File: src/rtl/afd_pkg.sv
// Shared constants, types and the audio-group lookup for the ancillary
// packet deletion filter. Assumes a 10-bit stream with 8-bit DIDs.
package afd_pkg;

    localparam int VID_W  = 10;
    localparam int DID_W  = 8;
    localparam int SUM_W  = 9;
    localparam int MASK_W = 8;

    localparam logic [VID_W-1:0] FLAG_LO  = '0;
    localparam logic [VID_W-1:0] FLAG_HI  = '1;
    localparam logic [VID_W-1:0] DEL_MARK = 10'h180;

    // Audio DIDs occupy 0xE0..0xE7: the upper five bits are fixed.
    localparam logic [4:0] AUD_DID_HI = 5'b11100;

    typedef enum logic [1:0] {
        ROLE_PASS,
        ROLE_DID,
        ROLE_BODY,
        ROLE_CSUM
    } afd_role_e;

    typedef enum logic [2:0] {
        PS_IDLE,
        PS_DBN,
        PS_DC,
        PS_UDW,
        PS_CSUM
    } afd_pstate_e;

    typedef struct packed {
        logic               enable;
        logic               mode;
        logic [MASK_W-1:0]  grp_mask;
        logic [DID_W-1:0]   xtra_did;
    } afd_cfg_t;

    // Returns the mask bit that governs an audio DID, 0 for any other DID.
    // Data DIDs 0xE7..0xE4 map to bits 4..7, control 0xE3..0xE0 to bits 0..3.
    function automatic logic afd_group_hit(input logic [DID_W-1:0]  did,
                                           input logic [MASK_W-1:0] mask);
        logic [3:0] sel;
        if (did[7:3] != AUD_DID_HI) begin
            return 1'b0;
        end
        if (did[2]) begin
            sel = 4'd11 - {1'b0, did[2:0]};
        end else begin
            sel = 4'd3 - {1'b0, did[2:0]};
        end
        return mask[sel[2:0]];
    endfunction

endpackage

File: src/rtl/afd_cfg_regs.sv
// Control register file of the deletion filter. Three 8-bit locations,
// written by a single-cycle strobe, read back combinationally.
// Assumes writes are one word per cycle; unused addresses read 0.
module afd_cfg_regs
    import afd_pkg::*;
#(
    parameter int ADDR_W = 2
) (
    input  logic              clk,
    input  logic              rst_n,
    input  logic              wr_en,
    input  logic [ADDR_W-1:0] addr,
    input  logic [7:0]        wdata,
    output logic [7:0]        rdata,
    output afd_cfg_t          cfg
);

    localparam logic [ADDR_W-1:0] A_CTRL = ADDR_W'(0);
    localparam logic [ADDR_W-1:0] A_MASK = ADDR_W'(1);
    localparam logic [ADDR_W-1:0] A_XDID = ADDR_W'(2);

    // Register update: reset clears everything, a strobe loads one location.
    always_ff @(posedge clk) begin
        if (!rst_n) begin
            cfg <= '0;
        end else if (wr_en) begin
            case (addr)
                A_CTRL: begin
                    cfg.enable <= wdata[1];
                    cfg.mode   <= wdata[0];
                end
                A_MASK:  cfg.grp_mask <= wdata;
                A_XDID:  cfg.xtra_did <= wdata;
                default: ;
            endcase
        end
    end

    // Read mux: returns the addressed location.
    always_comb begin
        case (addr)
            A_CTRL:  rdata = {6'b0, cfg.enable, cfg.mode};
            A_MASK:  rdata = cfg.grp_mask;
            A_XDID:  rdata = cfg.xtra_did;
            default: rdata = '0;
        endcase
    end

    AST_CFG_HOLD: assert property (@(posedge clk) disable iff (!rst_n)
        !$past(wr_en) |-> $stable(cfg));

endmodule

File: src/rtl/afd_del_decide.sv
// Pure decision logic: given the active configuration and a DID,
// says whether a packet carrying that DID must be deleted.
// Assumes the caller only consults the answer on a DID word.
module afd_del_decide
    import afd_pkg::*;
(
    input  afd_cfg_t         cfg,
    input  logic [DID_W-1:0] did,
    output logic             hit
);

    logic grp_hit;
    logic xtra_hit;

    // Designated-mode matches: audio group mask and the extra DID.
    always_comb begin
        grp_hit  = afd_group_hit(did, cfg.grp_mask);
        xtra_hit = (did == cfg.xtra_did);
    end

    // Mode selection: off, delete all, or delete designated only.
    always_comb begin
        if (!cfg.enable) begin
            hit = 1'b0;
        end else if (!cfg.mode) begin
            hit = 1'b1;
        end else begin
            hit = grp_hit | xtra_hit;
        end
    end

endmodule

File: src/rtl/afd_hdr_parser.sv
// First pipeline stage. Tracks the last three valid words to spot the
// header flag, walks each packet through DBN, DC, user words and checksum,
// and tags every registered word with its role and the packet's verdict.
// Assumes well-formed packets; a new header restarts parsing at any time.
module afd_hdr_parser
    import afd_pkg::*;
(
    input  logic             clk,
    input  logic             rst_n,
    input  logic             in_valid,
    input  logic [VID_W-1:0] in_data,
    input  logic             enable_now,
    input  logic             del_hit,
    output logic             s1_valid,
    output logic [VID_W-1:0] s1_data,
    output afd_role_e        s1_role,
    output logic             s1_del
);

    logic [VID_W-1:0] hist0;
    logic [VID_W-1:0] hist1;
    logic [VID_W-1:0] hist2;
    afd_pstate_e      pstate;
    logic [7:0]       udw_left;
    logic             pkt_del;
    logic             hdr_seen;
    afd_role_e        role_now;
    logic             del_now;

    // Header match on the three most recent valid words.
    always_comb begin
        hdr_seen = (hist2 == FLAG_LO) && (hist1 == FLAG_HI) && (hist0 == FLAG_HI);
    end

    // Role of the current input word and the verdict that applies to it.
    always_comb begin
        role_now = ROLE_PASS;
        if (hdr_seen) begin
            role_now = ROLE_DID;
        end else begin
            case (pstate)
                PS_DBN, PS_DC, PS_UDW: role_now = ROLE_BODY;
                PS_CSUM:               role_now = ROLE_CSUM;
                default:               role_now = ROLE_PASS;
            endcase
        end
        del_now = hdr_seen ? del_hit : pkt_del;
    end

    // History of valid words for header detection.
    always_ff @(posedge clk) begin
        if (!rst_n) begin
            hist0 <= '0;
            hist1 <= '0;
            hist2 <= '0;
        end else if (in_valid) begin
            hist0 <= in_data;
            hist1 <= hist0;
            hist2 <= hist1;
        end
    end

    // Packet walker: advances one step per valid word.
    always_ff @(posedge clk) begin
        if (!rst_n) begin
            pstate   <= PS_IDLE;
            udw_left <= '0;
        end else if (in_valid) begin
            if (hdr_seen) begin
                pstate <= PS_DBN;
            end else begin
                case (pstate)
                    PS_DBN: pstate <= PS_DC;
                    PS_DC: begin
                        udw_left <= in_data[7:0];
                        pstate   <= (in_data[7:0] == 8'd0) ? PS_CSUM : PS_UDW;
                    end
                    PS_UDW: begin
                        udw_left <= udw_left - 8'd1;
                        if (udw_left == 8'd1) begin
                            pstate <= PS_CSUM;
                        end
                    end
                    PS_CSUM: pstate <= PS_IDLE;
                    default: pstate <= PS_IDLE;
                endcase
            end
        end
    end

    // Verdict latch: taken at the DID word, held to the checksum.
    always_ff @(posedge clk) begin
        if (!rst_n) begin
            pkt_del <= 1'b0;
        end else if (in_valid) begin
            if (hdr_seen) begin
                pkt_del <= del_hit;
            end else if (pstate == PS_CSUM) begin
                pkt_del <= 1'b0;
            end
        end
    end

    // Stage register: word, qualifier, role and verdict move together.
    always_ff @(posedge clk) begin
        if (!rst_n) begin
            s1_valid <= 1'b0;
            s1_data  <= '0;
            s1_role  <= ROLE_PASS;
            s1_del   <= 1'b0;
        end else begin
            s1_valid <= in_valid;
            s1_data  <= in_data;
            s1_role  <= in_valid ? role_now : ROLE_PASS;
            s1_del   <= in_valid && (role_now != ROLE_PASS) && del_now;
        end
    end

    AST_OFF_NO_DEL: assert property (@(posedge clk) disable iff (!rst_n)
        (in_valid && hdr_seen && !enable_now) |=> !s1_del);

    AST_DID_AFTER_FLAG: assert property (@(posedge clk) disable iff (!rst_n)
        (s1_valid && s1_role == ROLE_DID) |-> (hist1 == FLAG_HI));

endmodule

File: src/rtl/afd_word_rewrite.sv
// Second pipeline stage. Accumulates the 9-bit checksum of a packet
// from its (possibly rewritten) DID onward, and substitutes the deletion
// mark and the new checksum for packets tagged for deletion.
// Assumes stage-one tags are consistent within a packet.
module afd_word_rewrite
    import afd_pkg::*;
(
    input  logic             clk,
    input  logic             rst_n,
    input  logic             s1_valid,
    input  logic [VID_W-1:0] s1_data,
    input  afd_role_e        s1_role,
    input  logic             s1_del,
    output logic             out_valid,
    output logic [VID_W-1:0] out_data
);

    logic [SUM_W-1:0] sum_q;
    logic [VID_W-1:0] word_next;

    // Output word selection for the current stage-one word.
    always_comb begin
        word_next = s1_data;
        if (s1_del && s1_role == ROLE_DID) begin
            word_next = DEL_MARK;
        end else if (s1_del && s1_role == ROLE_CSUM) begin
            word_next = {~sum_q[SUM_W-1], sum_q};
        end
    end

    // Running checksum, restarted at each DID with the mark value.
    always_ff @(posedge clk) begin
        if (!rst_n) begin
            sum_q <= '0;
        end else if (s1_valid) begin
            if (s1_role == ROLE_DID) begin
                sum_q <= DEL_MARK[SUM_W-1:0];
            end else if (s1_role == ROLE_BODY) begin
                sum_q <= sum_q + s1_data[SUM_W-1:0];
            end
        end
    end

    // Output register.
    always_ff @(posedge clk) begin
        if (!rst_n) begin
            out_valid <= 1'b0;
            out_data  <= '0;
        end else begin
            out_valid <= s1_valid;
            out_data  <= word_next;
        end
    end

    AST_MARK_DID: assert property (@(posedge clk) disable iff (!rst_n)
        (s1_valid && s1_role == ROLE_DID && s1_del) |=> (out_valid && out_data == DEL_MARK));

    AST_CSUM_PARITY: assert property (@(posedge clk) disable iff (!rst_n)
        (s1_valid && s1_role == ROLE_CSUM && s1_del) |=> (out_data[9] != out_data[8]));

    AST_KEEP_WORD: assert property (@(posedge clk) disable iff (!rst_n)
        (s1_valid && !s1_del) |=> (out_data == $past(s1_data)));

endmodule

File: src/rtl/anc_pkt_filter.sv
// Top of the ancillary packet deletion filter: register file, decision
// logic and a two-stage pipeline (parse/tag, then rewrite).
// Assumes a continuous clock; input words qualified by in_valid.
module anc_pkt_filter
    import afd_pkg::*;
#(
    parameter int REG_AW = 2
) (
    input  logic              clk,
    input  logic              rst_n,
    input  logic              reg_wr,
    input  logic [REG_AW-1:0] reg_addr,
    input  logic [7:0]        reg_wdata,
    output logic [7:0]        reg_rdata,
    input  logic              in_valid,
    input  logic [VID_W-1:0]  in_data,
    output logic              out_valid,
    output logic [VID_W-1:0]  out_data
);

    afd_cfg_t         cfg;
    logic             del_hit;
    logic             s1_valid;
    logic [VID_W-1:0] s1_data;
    afd_role_e        s1_role;
    logic             s1_del;

    afd_cfg_regs #(.ADDR_W(REG_AW)) u_regs (
        .clk   (clk),
        .rst_n (rst_n),
        .wr_en (reg_wr),
        .addr  (reg_addr),
        .wdata (reg_wdata),
        .rdata (reg_rdata),
        .cfg   (cfg)
    );

    afd_del_decide u_decide (
        .cfg (cfg),
        .did (in_data[DID_W-1:0]),
        .hit (del_hit)
    );

    afd_hdr_parser u_parse (
        .clk        (clk),
        .rst_n      (rst_n),
        .in_valid   (in_valid),
        .in_data    (in_data),
        .enable_now (cfg.enable),
        .del_hit    (del_hit),
        .s1_valid   (s1_valid),
        .s1_data    (s1_data),
        .s1_role    (s1_role),
        .s1_del     (s1_del)
    );

    afd_word_rewrite u_rewrite (
        .clk       (clk),
        .rst_n     (rst_n),
        .s1_valid  (s1_valid),
        .s1_data   (s1_data),
        .s1_role   (s1_role),
        .s1_del    (s1_del),
        .out_valid (out_valid),
        .out_data  (out_data)
    );

    AST_VALID_ALIGN: assert property (@(posedge clk) disable iff (!rst_n)
        out_valid == $past(in_valid, 2));

endmodule

File: config.mk
export PLATFORM = sky130hd
export DESIGN_NAME = anc_pkt_filter
export DESIGN_NICKNAME = d
export VERILOG_FILES = /design/src/rtl/afd_pkg.sv /design/src/rtl/afd_cfg_regs.sv /design/src/rtl/afd_del_decide.sv /design/src/rtl/afd_hdr_parser.sv /design/src/rtl/afd_word_rewrite.sv /design/src/rtl/anc_pkt_filter.sv
export SDC_FILE = /design/constraint.sdc
export NUM_CORES = 1
export LEC_CHECK = 0
export CELL_PAD_IN_SITES_DETAIL_PLACEMENT = 0
export CELL_PAD_IN_SITES_GLOBAL_PLACEMENT = 1
export CORE_MARGIN = 2
export CORE_UTILIZATION = 25
export CTS_BUF_LIST = sky130_fd_sc_hd__clkbuf_2
export DETAILED_ROUTE_END_ITERATION = 8
export PLACE_DENSITY_LB_ADDON = 0.3
export SYNTH_ARGS = -nofsm -noshare
export SYNTH_HDL_FRONTEND = slang
export SYNTH_HIERARCHICAL = 1
export SYNTH_SLANG_ARGS = --single-unit
File: constraint.sdc
create_clock -name clk -period 5.8 [get_ports clk]
set_input_delay 1.74 -clock clk [delete_from_list [all_inputs] [get_ports clk]]
set_output_delay 1.74 -clock clk [all_outputs]
set_load 0.03 [all_outputs]
Word level (Yosys, flattened, before mapping) --
Cells that the tools add are included.
Storage, ports and cells: flip-flop bits (word level) 94, logic and storage cells 89, output and inout port bits 19
Cells by class: $lt $le $gt $ge 1, equal/unequal tests 15, bitwise gates (word level) 4, multiplexer cells 24, reduce and logical (&&, ||, !) cells 23, add/sub/neg operators 4
Operator list (number):
- $mux 9 | 3
- $pmux 8 s3 | 1
- $eq 10x10->1 const B | 2
- $pmux 8 s2 | 1
- $mux 3 | 5
- $reduce_and 2->1 | 7
- $logic_not 10->1 | 1
- $mux 10 | 1
- $add 9x9->9 | 1
- $mux 1 | 9
- $pmux 3 s3 | 1
- $eq 8x1->1 const B | 1
- $eq 8x8->1 | 1
- $logic_not 8->1 | 1
- $reduce_bool 2->1 | 4
- $sub 8x1->8 const B | 1
- $eq 2x2->1 const B | 3
- $eq 3x2->1 const B | 2
- $logic_and 1x1->1 | 6
- $sub 2x3->3 const A | 2
- $ne 5x5->1 const B | 1
- $eq 2x1->1 const B | 2
- $lt 3x4->1 const B | 1
- $pmux 2 s2 | 1
- other kinds (11) | 13

Logic depth before layout (Yosys ltp) --
Gate-level depths: netlist of run 1.
depth after elaboration 11, gate-level depth with buffers 7, mapped depth without buffers 6

Modules after synthesis --
Netlist of run 1, hierarchy kept.
Modules (own cells, without submodules):
- afd_hdr_parser | cells each 245, area an instance 2344.7 sq um, instances 1, seq. area each 1121.1 sq um
- afd_word_rewrite | cells each 139, area an instance 1172.4 sq um, instances 1, seq. area each 400.4 sq um
- afd_cfg_regs | cells each 83, area an instance 812.0 sq um, instances 1, seq. area each 360.3 sq um
- afd_del_decide | cells each 21, area an instance 172.7 sq um, instances 1, seq. area each 0.0 sq um

Least setup slack after synthesis of run 1 --
No wires, ideal clock.
path kind input to output, from in reg_addr[1], to out reg_rdata[0], path buffers 0, data required time 4060 ps, path slack 1718 ps, data arrival time 2342 ps, stages 2, cell sequence mux2i_1 o2bb2ai_1
Between the ends: longest elaborated chain between the ends 2, elaborated cells between the ends (all ways) 4, those cells by class 2 x eq/ne; 1 x mux; 1 x reduce/logical
RTL lines:
- start: declaration | line anc_pkt_filter.sv:12 | input logic [REG_AW-1:0] reg_addr,
- $eq 2x2->1 (tied with other cells) | line afd_cfg_regs.sv:41 | case (addr)
- $pmux 8 s3 * | line afd_cfg_regs.sv:41
- end: declaration | line anc_pkt_filter.sv:14 | output logic [7:0] reg_rdata,
Mark *: on every way between the ends. The rest lies on a longest branch, timed or not.

Final worst setup path of run 1 --
from in reg_addr[0], to out reg_rdata[5]
Same word-level chain as after synthesis.

==> flow_metrics.py, run 1 <==
metrics = {
    "status": {
        "status": "finished, final reports clean",
    },
    "setup_path": {
        "end_kind": "output port",
        "r2r_slack_ns": 3.63,
        "cp_max_fo": 8,
        "required_ns": 4.06,
        "worstPathCellList": "clkdlybuf4s50_1 > nor2b_1 > buf_4 > a22o_1 > clkdlybuf4s50_1",
        "r2r_end": "u_parse/udw_left[1]",
        "r2r_start": "u_parse/hist2[9]",
        "critical-path-max-stage-delay_ns": 0.68,
        "path_common_cell": "clkdlybuf4s50_1",
        "critical_path_class": "in2out",
        "cp_slowest_cell": "clkdlybuf4s50_1",
        "startpoint_type": "input pin",
        "ff2ff_path_depth": 4,
        "cp.arrival_ns": 3.48,
    },
    "synth": {
        "synth_nets": 525,
        "ys_seq_area_share_pct": 41.8,
        "synth_flop_cell": "dfxtp_1",
        "synth_edf_count": 0,
        "synth_area_sq_mm": 0.00450,
        "yosys_warnings": 6,
        "ys_ff_latch": 94,
        "ys_async_sr_fraction_pct": 0,
        "syn_inst": 488,
        "syn-mean-instance-area_sq_um": 9.23,
        "synth_cell_types": 66,
    },
    "global_route": {
        "grt_pass1_wl_mm": 18.6,
        "grt_max_degree": 70,
        "grt_antenna_before_repair": 0,
        "first_global_vias": 3452,
        "grt_use_total_pct": 11.9,
        "grt-ovfl-total": 0,
    },
    "pwr": {
        "peakVddDrop_uv": 166,
        "powerDensity_mw_per_mm2": 222,
        "finalPower_mw": 1.16,
        "power.leakage_nw": 2.02,
    },
    "finish": {
        "drive_above_1_share_pct": 6.87,
        "finalNetCount": 556,
        "num_antenna_cells": 0,
        "seq_area_sq_mm": 0.00188,
        "area_growth_pct": 16.1,
        "final_cell_count_no_fill": 753,
        "multiInputGateArea_sq_mm": 0.00246,
        "final_cell_mix": "94 x dfxtp_1, 55 x nand2_1, 53 x mux2i_1",
        "post-route-cell-area_sq_mm": 0.00523,
        "nFillCells": 1854,
        "mostFrequentLayoutCell": "dfxtp_1",
    },
    "placement": {
        "place.port_buffers": 42,
        "hpwl_mm": 8.10,
        "place_congestion": 0.812,
        "placed_cells": 737,
        "postPlaceCellArea_sq_mm": 0.00511,
    },
    "clock_network": {
        "clk_pin_slew_ns": 0.27,
        "cts_max_level": 3,
        "hold_buffers": 0,
        "clock_latency_ns": 0.60,
        "post_cts_buffers": 0,
        "cts-resized-gates": 0,
        "cts.sinks": 94,
        "clk_root_buffer_cell": "clkbuf_2",
        "cts_buffers": 9,
        "cts_tree": "yes",
        "clockBufferDepth": 2,
    },
    "timing": {
        "rsz0062_at_grt": "no",
        "holdWs_ns": 0.493,
        "period_share_pct": 90.0,
        "hold_viol": 0,
        "tightest_slew_ns": 1.02,
        "drv_slew": 0,
        "setup_violations": 0,
        "relSlewSlack_pct": 32.2,
        "max_freq_ghz": 0.192,
        "finClkSkew_ns": 0.0333,
        "finalSetupTns_ns": 0,
        "fin_crit_ns": 5.22,
    },
    "floorplan": {
        "fp-row-count": 49,
        "start_util_pct": 25.2,
        "die_w_um": 138,
        "ioPinCount": 43,
        "dieHeight_um": 138,
        "core-area_sq_mm": 0.0178,
        "dieArea_sq_mm": 0.0191,
    },
    "detailed_routing": {
        "drc_errors": 0,
        "drt-total-wl_mm": 11.4,
        "antenna_left": 0,
        "wl_per_cell_um": 15.2,
        "dr.pass1.iters": 5,
        "vias": 3673,
        "drtIter0Drc": 281,
        "vias_per_cell": 4.88,
    },
    "worst_hold_path": {
        "min_path_cells": 2,
        "hold_class": "reg2reg",
        "min-delay-start": "u_parse/udw_left[7]",
        "hold-path-endpoint": "u_parse/udw_left[7]",
    },
    "run": {
        "drv_cap": 0,
    },
}
-- area by class of cell --
cell class | instances | share of cell area [%]
repair buffers | 46 | 8.42
inverters | 10 | 0.718
clock buffers | 9 | 0.861
clock inverters | 7 | 1.39
flip-flops and latches | 94 | 36.0
well taps | 229 | 5.48
multi-input cells | 358 | 47.1
-- flip-flops by register name, indices dropped and copies added (netlist names), 3 cells and up --
name	cells
u_parse/hist0	10
u_parse/pstate	3
u_parse/hist2	10
u_parse/s1_data	10
u_parse/hist1	10
u_rewrite/out_data	10
u_regs/cfg	18
u_parse/udw_left	8
u_rewrite/sum_q	9
-- per-layer routing --
layer	vias to the layer above	routed length, um	global-route usage, %
li1	1834	-	-
met1	1734	5620	16.7
met2	97	5210	18.5
met3	8	491	2.91
met4	0	100	3.17
met5	-	0	0
-- worst max path at each step --
stage | end | cells past startpoint | startpoint | slack [ns]
after floorplan | reg_rdata[0] | 2 | reg_addr[1] | 1.72
after CTS | reg_rdata[4] | 5 | reg_addr[0] | 0.57
after global routing | reg_rdata[4] | 5 | reg_addr[0] | 0.46
final | reg_rdata[5] | 5 | reg_addr[0] | 0.58
after global placement | reg_rdata[4] | 5 | reg_addr[0] | 0.56
after detailed placement | reg_rdata[4] | 5 | reg_addr[0] | 0.58
-- stage by stage --
step / worst slack (ns) / util [%]
after CTS: 0.566 / 29.3
after global placement: 0.559 / 28.6
after detailed placement: 0.578 / 28.6
after floorplan: 1.72 / -
after global routing: 0.460 / 29.3
final: 0.580 / 29.3
-- kinds of logic (layout without fill, tap and decap cells) --
| kind of cell | after synthesis | in the layout | share of synthesized area, % |
|---|---|---|---|
| AO/OA/AOI/OAI | 95 | 95 | 15.1 |
| buffers and inverters | 36 | 72 | 3.45 |
| adder cells (fa/ha/maj) | 13 | 13 | 3.78 |
| AND/OR/NAND/NOR | 186 | 186 | 21.6 |
| XOR/XNOR | 10 | 10 | 1.95 |
| multiplexers | 54 | 54 | 12.3 |
| flip-flops | 94 | 94 | 41.8 |
-- critical path, delay by kind of cell --
family,cells,cell delay (ns)
AO/OA/AOI/OAI,1,0.15
AND/OR/NAND/NOR,1,0.16
buffers and inverters,3,1.43
-- Yosys cell counts (all sizes together), types with 7 or more instances --
library cell | count | area (sq um)
nor4 | 7 | 50.1
nor2 | 43 | 161
nand2 | 55 | 206
mux2i | 53 | 531
and2 | 15 | 93.8
xor2 | 10 | 87.6
a21oi | 22 | 118
o21ai | 16 | 91.3
clkbuf | 11 | 42.5
inv | 10 | 37.5
ha | 12 | 150
nand3 | 15 | 80.1
dfxtp | 94 | 1880
buf | 15 | 75.1
-- power breakdown --
part | internal [mW] | switching (mW)
Combinational | 0.0604 | 0.0752
Sequential | 0.670 | 0.0183
Clock | 0.101 | 0.234
Total | 0.832 | 0.328
No activity file was read; power rests on OpenSTA's default activity.
==> inputs of run 2 (changes only) <==
--- a/config.mk
+++ b/config.mk
@@ -10,6 +10,7 @@
 export CORE_MARGIN = 2
 export CORE_UTILIZATION = 25
 export CTS_BUF_LIST = sky130_fd_sc_hd__clkbuf_2
+export CTS_CLUSTER_DIAMETER = 60
 export DETAILED_ROUTE_END_ITERATION = 8
 export PLACE_DENSITY_LB_ADDON = 0.3
 export SYNTH_ARGS = -nofsm -noshare
==> results of run 2 <==
The final DEF is identical to that of run 1; final timing and power are the same.
